### config.mk
export PLATFORM = sky130hd
export DESIGN_NAME = mw_master
export DESIGN_NICKNAME = d
export VERILOG_FILES = /design/src/rtl/mw_pkg.sv /design/src/rtl/mw_clk_gen.sv /design/src/rtl/mw_tx_shift.sv /design/src/rtl/mw_rx_shift.sv /design/src/rtl/mw_frame_ctl.sv /design/src/rtl/mw_master.sv
export SDC_FILE = /design/constraint.sdc
export NUM_CORES = 1
export LEC_CHECK = 0
export ABC_AREA = 1
export BUFFER_PORTS_ARGS = -buffer_cell sky130_fd_sc_hd__buf_2
export CELL_PAD_IN_SITES_DETAIL_PLACEMENT = 1
export CELL_PAD_IN_SITES_GLOBAL_PLACEMENT = 1
export CORE_MARGIN = 3
export CORE_UTILIZATION = 44
export CTS_BUF_LIST = sky130_fd_sc_hd__clkbuf_4 sky130_fd_sc_hd__clkbuf_8
export CTS_CLUSTER_SIZE = 28
export DETAILED_ROUTE_END_ITERATION = 7
export GPL_TIMING_DRIVEN = 0
export PLACE_DENSITY = 0.89
export SYNTH_ARGS = -nofsm -noshare
export SYNTH_HDL_FRONTEND = slang
export SYNTH_SLANG_ARGS = --single-unit
### constraint.sdc
create_clock -name clk_i -period 2.5 [get_ports clk_i]
set_input_delay 0.25 -clock clk_i [delete_from_list [all_inputs] [get_ports clk_i]]
set_output_delay 0.25 -clock clk_i [all_outputs]
set_load 0.02 [all_outputs]
### src/rtl/mw_pkg.sv
package mw_pkg;
  localparam int unsigned CMD_MAX_W = 16;
  localparam int unsigned CMD_MIN_W = 8;
  localparam int unsigned RSP_MAX_W = 16;
  localparam int unsigned RSP_MIN_W = 4;
  localparam int unsigned LEN_W     = $clog2(RSP_MAX_W + 1);
  localparam int unsigned IDX_W     = $clog2(CMD_MAX_W + 1 + RSP_MAX_W + 1);

  typedef struct packed {
    logic [CMD_MAX_W-1:0] cmd;
    logic                 long_cmd;
    logic [LEN_W-1:0]     rsp_len;
  } mw_req_t;

  function automatic logic [LEN_W-1:0] clamp_len(input logic [LEN_W-1:0] len);
    if (len < LEN_W'(RSP_MIN_W)) return LEN_W'(RSP_MIN_W);
    if (len > LEN_W'(RSP_MAX_W)) return LEN_W'(RSP_MAX_W);
    return len;
  endfunction
endpackage

### src/rtl/mw_clk_gen.sv
module mw_clk_gen #(
  parameter int unsigned HALF_DIV = 2
) (
  input  logic clk_i,
  input  logic rst_ni,
  input  logic run_i,
  output logic tick_o
);
  localparam int unsigned CNT_W = (HALF_DIV > 1) ? $clog2(HALF_DIV) : 1;
  localparam logic [CNT_W-1:0] CNT_TOP = CNT_W'(HALF_DIV - 1);

  logic [CNT_W-1:0] cnt_q;

  always_ff @(posedge clk_i or negedge rst_ni) begin
    if (!rst_ni)              cnt_q <= '0;
    else if (!run_i)          cnt_q <= '0;
    else if (cnt_q == CNT_TOP) cnt_q <= '0;
    else                      cnt_q <= cnt_q + CNT_W'(1);
  end

  assign tick_o = run_i && (cnt_q == CNT_TOP);
endmodule

### src/rtl/mw_tx_shift.sv
module mw_tx_shift
  import mw_pkg::*;
(
  input  logic                 clk_i,
  input  logic                 rst_ni,
  input  logic                 load_i,
  input  logic [CMD_MAX_W-1:0] cmd_i,
  input  logic                 long_i,
  input  logic                 shift_i,
  output logic                 tx_o
);
  localparam int unsigned PAD_W = CMD_MAX_W - CMD_MIN_W;

  logic [CMD_MAX_W-1:0] sr_q;

  // left-align; zeros shifted in drive the line low after the command
  always_ff @(posedge clk_i or negedge rst_ni) begin
    if (!rst_ni) sr_q <= '0;
    else if (load_i) sr_q <= long_i ? cmd_i : {cmd_i[CMD_MIN_W-1:0], {PAD_W{1'b0}}};
    else if (shift_i) sr_q <= {sr_q[CMD_MAX_W-2:0], 1'b0};
  end

  assign tx_o = sr_q[CMD_MAX_W-1];
endmodule

### src/rtl/mw_rx_shift.sv
module mw_rx_shift
  import mw_pkg::*;
(
  input  logic                 clk_i,
  input  logic                 rst_ni,
  input  logic                 clr_i,
  input  logic                 sample_i,
  input  logic                 rx_i,
  output logic [RSP_MAX_W-1:0] data_o
);
  logic [RSP_MAX_W-1:0] sr_q;

  always_ff @(posedge clk_i or negedge rst_ni) begin
    if (!rst_ni)       sr_q <= '0;
    else if (clr_i)    sr_q <= '0;
    else if (sample_i) sr_q <= {sr_q[RSP_MAX_W-2:0], rx_i};
  end

  assign data_o = sr_q;
endmodule

### src/rtl/mw_frame_ctl.sv
module mw_frame_ctl
  import mw_pkg::*;
(
  input  logic             clk_i,
  input  logic             rst_ni,
  input  logic             tick_i,
  input  logic             pend_vld_i,
  input  logic             pend_long_i,
  input  logic [LEN_W-1:0] pend_len_i,
  output logic             take_o,
  output logic             active_o,
  output logic             cs_n_o,
  output logic             sclk_o,
  output logic             shift_o,
  output logic             sample_o,
  output logic             end_o
);
  logic             active_q, cs_n_q, sclk_q;
  logic [IDX_W-1:0] idx_q, cmd_len_q, tot_q;
  logic [IDX_W-1:0] cmd_len_d;
  logic             rise, fall, last;

  assign rise      = tick_i && !sclk_q;
  assign fall      = tick_i && sclk_q;
  assign last      = (idx_q == tot_q - IDX_W'(1));
  assign end_o     = fall && last;
  assign take_o    = pend_vld_i && (!active_q || end_o);
  assign shift_o   = fall && !last;
  // clock index > command length: past command and turnaround
  assign sample_o  = rise && (idx_q > cmd_len_q);
  assign cmd_len_d = pend_long_i ? IDX_W'(CMD_MAX_W) : IDX_W'(CMD_MIN_W);

  always_ff @(posedge clk_i or negedge rst_ni) begin
    if (!rst_ni) begin
      active_q  <= 1'b0;
      cs_n_q    <= 1'b1;
      sclk_q    <= 1'b0;
      idx_q     <= '0;
      cmd_len_q <= IDX_W'(CMD_MIN_W);
      tot_q     <= IDX_W'(CMD_MIN_W + 1 + RSP_MIN_W);
    end else if (take_o) begin
      active_q  <= 1'b1;
      cs_n_q    <= 1'b0;
      sclk_q    <= 1'b0;
      idx_q     <= '0;
      cmd_len_q <= cmd_len_d;
      tot_q     <= cmd_len_d + IDX_W'(1) + IDX_W'(pend_len_i);
    end else if (end_o) begin
      active_q  <= 1'b0;
      cs_n_q    <= 1'b1;
      sclk_q    <= 1'b0;
    end else if (rise) begin
      sclk_q    <= 1'b1;
    end else if (fall) begin
      sclk_q    <= 1'b0;
      idx_q     <= idx_q + IDX_W'(1);
    end
  end

  assign active_o = active_q;
  assign cs_n_o   = cs_n_q;
  assign sclk_o   = sclk_q;
endmodule

### src/rtl/mw_master.sv
module mw_master
  import mw_pkg::*;
#(
  parameter int unsigned HALF_DIV = 2
) (
  input  logic                 clk_i,
  input  logic                 rst_ni,
  input  logic                 cmd_valid_i,
  output logic                 cmd_ready_o,
  input  logic [CMD_MAX_W-1:0] cmd_i,
  input  logic                 cmd_long_i,
  input  logic [LEN_W-1:0]     rsp_len_i,
  input  logic                 rx_i,
  output logic                 cs_n_o,
  output logic                 sclk_o,
  output logic                 tx_o,
  output logic                 done_o,
  output logic [RSP_MAX_W-1:0] rsp_o
);
  mw_req_t              pend_q;
  logic                 pend_vld_q;
  logic                 take, active, tick, shift, sample, frame_end;
  logic [RSP_MAX_W-1:0] rx_data, rsp_q;
  logic                 done_q;

  assign cmd_ready_o = !pend_vld_q;

  always_ff @(posedge clk_i or negedge rst_ni) begin
    if (!rst_ni) begin
      pend_vld_q <= 1'b0;
      pend_q     <= '0;
    end else if (cmd_valid_i && !pend_vld_q) begin
      pend_vld_q       <= 1'b1;
      pend_q.cmd       <= cmd_i;
      pend_q.long_cmd  <= cmd_long_i;
      pend_q.rsp_len   <= clamp_len(rsp_len_i);
    end else if (take) begin
      pend_vld_q <= 1'b0;
    end
  end

  mw_clk_gen #(.HALF_DIV(HALF_DIV)) i_clk_gen (
    .clk_i  (clk_i),
    .rst_ni (rst_ni),
    .run_i  (active),
    .tick_o (tick)
  );

  mw_frame_ctl i_frame_ctl (
    .clk_i       (clk_i),
    .rst_ni      (rst_ni),
    .tick_i      (tick),
    .pend_vld_i  (pend_vld_q),
    .pend_long_i (pend_q.long_cmd),
    .pend_len_i  (pend_q.rsp_len),
    .take_o      (take),
    .active_o    (active),
    .cs_n_o      (cs_n_o),
    .sclk_o      (sclk_o),
    .shift_o     (shift),
    .sample_o    (sample),
    .end_o       (frame_end)
  );

  mw_tx_shift i_tx_shift (
    .clk_i   (clk_i),
    .rst_ni  (rst_ni),
    .load_i  (take),
    .cmd_i   (pend_q.cmd),
    .long_i  (pend_q.long_cmd),
    .shift_i (shift),
    .tx_o    (tx_o)
  );

  mw_rx_shift i_rx_shift (
    .clk_i    (clk_i),
    .rst_ni   (rst_ni),
    .clr_i    (take),
    .sample_i (sample),
    .rx_i     (rx_i),
    .data_o   (rx_data)
  );

  always_ff @(posedge clk_i or negedge rst_ni) begin
    if (!rst_ni) begin
      done_q <= 1'b0;
      rsp_q  <= '0;
    end else begin
      done_q <= frame_end;
      if (frame_end) rsp_q <= rx_data;
    end
  end

  assign done_o = done_q;
  assign rsp_o  = rsp_q;
endmodule

Yosys cells after proc, flatten, opt, wreduce, memory -nomap -nowiden:

Cells that the tools add are included.

* flip-flop bits (word level): 94
* bits in latches: 0
* memory bits (writable): 0
* memory bits (read-only): 0
* output and inout port bits: 21
* memories kept: 0

* add/subtract/negate cells: 5
* multiply operators: 0
* divide/modulo/power cells: 0
* order comparisons: 3
* eq/ne operators: 3
* shift-type cells: 0
* mux-type cells: 31
* bitwise gates (word level): 0
* reduce and logical (&&, ||, !) cells: 20

Operator list (count)
* two-way mux 16 bit: 5
* two-way mux 5 bit: 5
* two-way mux 6 bit: 4
* two-way mux 1 bit: 17
* adder 6 x 1 -> 6 bit (second input constant): 2
* nonzero test 2 bit: 5
* logical AND 1 bit: 8
* adder 6 x 5 -> 6 bit: 1
* equality test 6 bit: 1
* greater-than comparator 6 bit: 1
* subtractor 6 x 1 -> 6 bit (second input constant): 1
* greater-than comparator 5 bit (second input constant): 1
* < comparator 5 x 3 -> 1 bit (second input constant): 1
* logical NOT 1 bit: 4
* inequality test 2 x 1 -> 1 bit (second input constant): 2
* nonzero test 4 bit: 1
* AND reduction 3 bit: 1
* adder 1 bit (second input constant): 1
* logical OR 1 bit: 1

Depth between registers and ports, before layout:

* depth after elaboration: 7
* depth in mapped cells: 16

Hierarchy:

Synthesis repeated with hierarchy kept, for this count alone.

* cell total of the unflattened synthesis: 502
* area, all modules: 4450.5 um^2

Modules (own cells, without submodules)
* mw_master: instances 1, cells each 141, area each 1581.5 um^2
* mw_frame_ctl: instances 1, cells each 158, area each 1226.2 um^2
* mw_tx_shift: instances 1, cells each 128, area each 949.7 um^2
* mw_rx_shift: instances 1, cells each 70, area each 650.6 um^2
* mw_clk_gen: instances 1, cells each 5, area each 42.5 um^2

Worst setup path before layout:

Ideal clock, no wire load.

* path type: register to register
* start: register i_frame_ctl.tot_q[0]
* end: register i_tx_shift.sr_q[10]
* arrival time: 2.002 ns
* required time: 2.384 ns
* path slack: 0.382 ns
* cell stages (with the launch flop): 16
* path through: dfstp_2 inv_2 ha_1 inv_1 nand2_1 nand2_1 nor2_1 nand3_1 nor2_2 nand4_4 nand2_4 nand2_4 buf_6 buf_6 nand3_2 nand2_1

* cells in the longest elaborated chain, start to end: 6
* elaborated cells between the ends (all ways): 9
* classes of those cells: add/sub: 1; eq/ne: 1; mux: 1; reduce/logical: 6

RTL lines
* start, declared: line mw_frame_ctl.sv:19 `logic [IDX_W-1:0] idx_q, cmd_len_q, tot_q;`
* start signal, assigned: line mw_frame_ctl.sv:40 `tot_q <= IDX_W'(CMD_MIN_W + 1 + RSP_MIN_W);`
* start signal, assigned: line mw_frame_ctl.sv:47 `tot_q <= cmd_len_d + IDX_W'(1) + IDX_W'(pend_len_i);`
* subtractor 6 x 1 -> 6 bit (*): line mw_frame_ctl.sv:25 `assign last = (idx_q == tot_q - IDX_W'(1));`
* equality test 6 bit (*): line mw_frame_ctl.sv:25
* logical AND 1 bit: line mw_frame_ctl.sv:26 `assign end_o = fall && last;`
* logical OR 1 bit: line mw_frame_ctl.sv:27 `assign take_o = pend_vld_i && (!active_q || end_o);`
* logical AND 1 bit: line mw_frame_ctl.sv:27
* two-way mux 16 bit or nonzero test 2 bit (tied branches)
* end signal, assigned: line mw_tx_shift.sv:19 `else if (load_i) sr_q <= long_i ? cmd_i : {cmd_i[CMD_MIN_W-1:0], {PAD_W{1'b0}}};`
* end signal, assigned: line mw_tx_shift.sv:20 `else if (shift_i) sr_q <= {sr_q[CMD_MAX_W-2:0], 1'b0};`
* end, declared: line mw_tx_shift.sv:14 `logic [CMD_MAX_W-1:0] sr_q;`

Mark *: on every way between the ends. The rest lies on a longest branch, timed or not.
A chain may end at the register's enable or synchronous reset.

Final worst setup path:

* start: register i_frame_ctl.tot_q[0]
* end: register i_tx_shift.sr_q[9]

Same word-level chain as after synthesis.

==> impl_metrics.yaml <==
global_route:
  grt_util_met1_pct: 27.4
  grt-ovfl-total: 0
  top_usage_layer: "met2"
  grt_max_degree: 53
  grt_pass1_wl_mm: 19.4
  grt_use_total_pct: 21.8
  grt_antenna_before_repair: 0
  use_met2_pct: 39.0
  use_met3_pct: 3.40
  first_global_vias: 4030
floorplanning:
  die_w_um: 105
  initial_core_util_pct: 45.8
  num_rows: 35
  die_h_um: 105
  die_area_mm2: 0.0109
  fp.coreArea_mm2: 0.00933
  pin_count: 47
critical_path:
  crit_fanout: 10
  cp_slowest_cell: "dfstp_2"
  crit_chain: "inv_2 -> ha_4 -> inv_1 -> nand2_1 -> nand2_1 -> nor2_1 -> nand3_1 -> nor2_2 -> nand4_4 -> nand2_4 -> nand2_8 -> buf_8 -> buf_6 -> nand3_2 -> nand2_1"
  critPathRequiredTime_ps: 2760
  cpMostUsedCell: "nand2_1"
  critPathLaunchType: "flip-flop"
  endpoint_kind: "flip-flop"
  crit_type: "flip-flop to flip-flop"
  cp_data_arrival_time_ps: 2630
  crit_path_max_incr_delay_ps: 570
logic_synthesis:
  synth_ff_type: "dfrtp_1"
  syn-num-nets: 555
  synth_area_mm2: 0.00427
  synthCells: 521
  async_reset_ff_share_pct: 100
  synth_most_common_cell: "nand2_1"
  synth_area_per_cell_um2: 8.20
  synth_warnings: 0
  ys_types: 29
  ys_ff_latch: 90
  synth_area_leader_cell: "dfrtp_1"
  ys_seq_area_share_pct: 52.8
  synth_edf_count: 0
  netlist_top_cells_count: "nand2_1 (195), dfrtp_1 (85), inv_1 (50)"
  synth.area.top_cells: "dfrtp_1 (50%), nand2_1 (17%), inv_1 (4.4%)"
  synth_top_cell_area_share_pct: 49.8
final_layout:
  fin_nets: 620
  stdcell_count: 720
  n_fill_cell: 1163
  drive_gt1_share_pct: 19.6
  final_util_pct: 53.6
  final_cell_area_mm2: 0.00500
  syn_to_final_growth_pct: 17.0
  n_antenna_cell: 0
sta:
  fin_crit_ps: 2370
  finalSetupViolCount: 0
  fmax_ghz: 0.422
  fin_hold_ws_ps: 79.1
  slew-limit-headroom_pct: 62.8
  finClkSkew_ps: 8.08
  drv_slew: 0
  fin_crit_sh_pct: 94.8
  worstMarginPinSlew_ps: 558
  hold_viol: 0
cts:
  h-tree-depth: 3
  cts_tree: "built"
  worstSkewPairLatency_ps: 360
  clockBufferDepth: 2
  clockRootBuffer: "clkbuf_8"
  cts_buffers: 9
  clock-sinks: 90
  clk_pin_slew_ps: 100
placed_design:
  placed_area_mm2: 0.00470
  post-dp-hpwl_mm: 8.18
  placed_cells: 697
  io_buffer_count: 46
  gp_congestion: 0.829
routing:
  first_pass_iters: 4
  avgViaCountPerCell: 5.16
  antenna_left: 0
  vias: 3718
  drc: 0
  wl_per_cell_um: 16.3
  routed_wl_mm: 11.7
  first_iter_violations: 108
power:
  ir_worst_vdd_mv: 0.413
  p_per_area_mw_per_mm2: 1020
  p_leak_nw: 2.70
outcome:
  status: "finished, final reports clean"
job:
  max_cap_violations: 0
worst_hold_path:
  min_path_type: "input port to flip-flop"
-- cells in the final DEF (no fill, tap or decap), types with 2 or more instances in the layout --
master,n
clkbuf_1,9
nand3_2,8
o22ai_1,16
dfrtp_1,85
inv_8,3
xor2_1,3
nand2_1,195
clkinv_4,3
clkbuf_8,9
o21ai_1,10
inv_1,50
o21ai_0,32
ha_1,7
dfstp_2,5
xnor2_1,3
inv_2,10
buf_4,9
nand2_4,3
nor2_1,21
nor2_2,2
nand3_1,37
o21ai_2,2
buf_6,4
buf_2,48
-- kinds of logic (layout without fill, tap and decap cells) --
group	count (synthesis)	count (layout)	synth area share [%]
compound gates	63	63	8.08
fa+ha+maj	8	8	2.34
flops	90	90	52.8
simple gates	272	272	27.5
xor+xnor	6	6	1.23
buf+inv	82	152	8.05
-- final cells by class --
class | instances | area [µm²] | share of cell area [%]
Timing Repair Buffer | 54 | 315 | 6.31
Inverter | 61 | 229 | 4.58
Clock buffer | 9 | 124 | 2.48
Tap cell | 129 | 161 | 3.23
Multi-Input combinational cell | 349 | 1710 | 34.1
Sequential cell | 90 | 2260 | 45.2
Clock inverter | 7 | 68.8 | 1.38
Buffer | 21 | 136 | 2.73
-- layer usage --
| metal | wire length (µm) | vias to the layer above | share of wire [%] |
|---|---|---|---|
| li1 | - | 1768 | - |
| met3 | 375 | 13 | 3.2 |
| met1 | 5080 | 1869 | 43 |
| met5 | 0 | - | 0 |
| met2 | 6120 | 68 | 52 |
| met4 | 133 | 0 | 1.1 |
-- report_power, final --
part / switching (W) / internal, W
clock: 0.000596 / 0.000392
combinational: 0.00117 / 0.000657
sequential: 0.000355 / 0.00191
total: 0.00212 / 0.00296
-- flip-flops by register name, indices dropped and copies added, names as in the netlist --
| signal | flops |
|---|---|
| pend_q | 22 |
| i_rx_shift.data_o | 16 |
| i_tx_shift.sr_q | 16 |
| rsp_o | 16 |
| i_frame_ctl.idx_q | 6 |
| i_frame_ctl.tot_q | 6 |
| i_frame_ctl.cmd_len_q | 2 |
| done_o | 1 |
| i_clk_gen.cnt_q | 1 |
| i_frame_ctl.active_o | 1 |
| i_frame_ctl.cs_n_o | 1 |
| i_frame_ctl.sclk_o | 1 |
| pend_vld_q | 1 |
-- final timing paths --
kind | from | to | slack [ps] | depth (start not counted)
min in group asynchronous | rst_ni | i_frame_ctl.idx_q[1]$_DFFE_PN0P_ | 420 | 2
hold / removal | cmd_i[13] | pend_q[19]$_DFFE_PN0P_ | 80 | 3
setup / recovery | i_frame_ctl.tot_q[0]$_DFFE_PN1P_ | i_tx_shift.sr_q[9]$_DFFE_PN0P_ | 130 | 15
max in group asynchronous | rst_ni | i_frame_ctl.tot_q[2]$_DFFE_PN1P_ | 1390 | 3
hold reg to reg | i_clk_gen.cnt_q$_DFF_PN0_ | i_clk_gen.cnt_q$_DFF_PN0_ | 440 | 1
setup reg to reg | i_frame_ctl.tot_q[0]$_DFFE_PN1P_ | i_tx_shift.sr_q[9]$_DFFE_PN0P_ | 130 | 15
-- critical path: cells and delay by family (launching register included) --
kind / cells / cell delay [ps]
adder cells (fa/ha/maj): 1 / 270
buffers and inverters: 4 / 440
AND/OR/NAND/NOR: 10 / 970
flip-flops: 1 / 570
-- stage by stage --
| stage | TNS [ps] | setup WS (ps) | power, W |
|---|---|---|---|
| final | 0 | 130 | 0.00507 |
| after global routing | -64.7 | -21.8 | 0.00546 |
| after CTS | 0 | 69.2 | 0.00501 |
| after detailed placement | -44.3 | -16.0 | 0.00400 |
| after global placement | 0 | 110 | 0.00383 |
| after floorplan | 0 | 382 | 0.00344 |
-- repair_timing --
action	CTS	global route
buffers inserted	4	2
gates resized for setup	0	17
hold buffers	1	0
endpoints found under the setup margin	21	46
pin swaps	2	5
hold endpoints to repair	36	0
(Power assumes the default switching activity.)
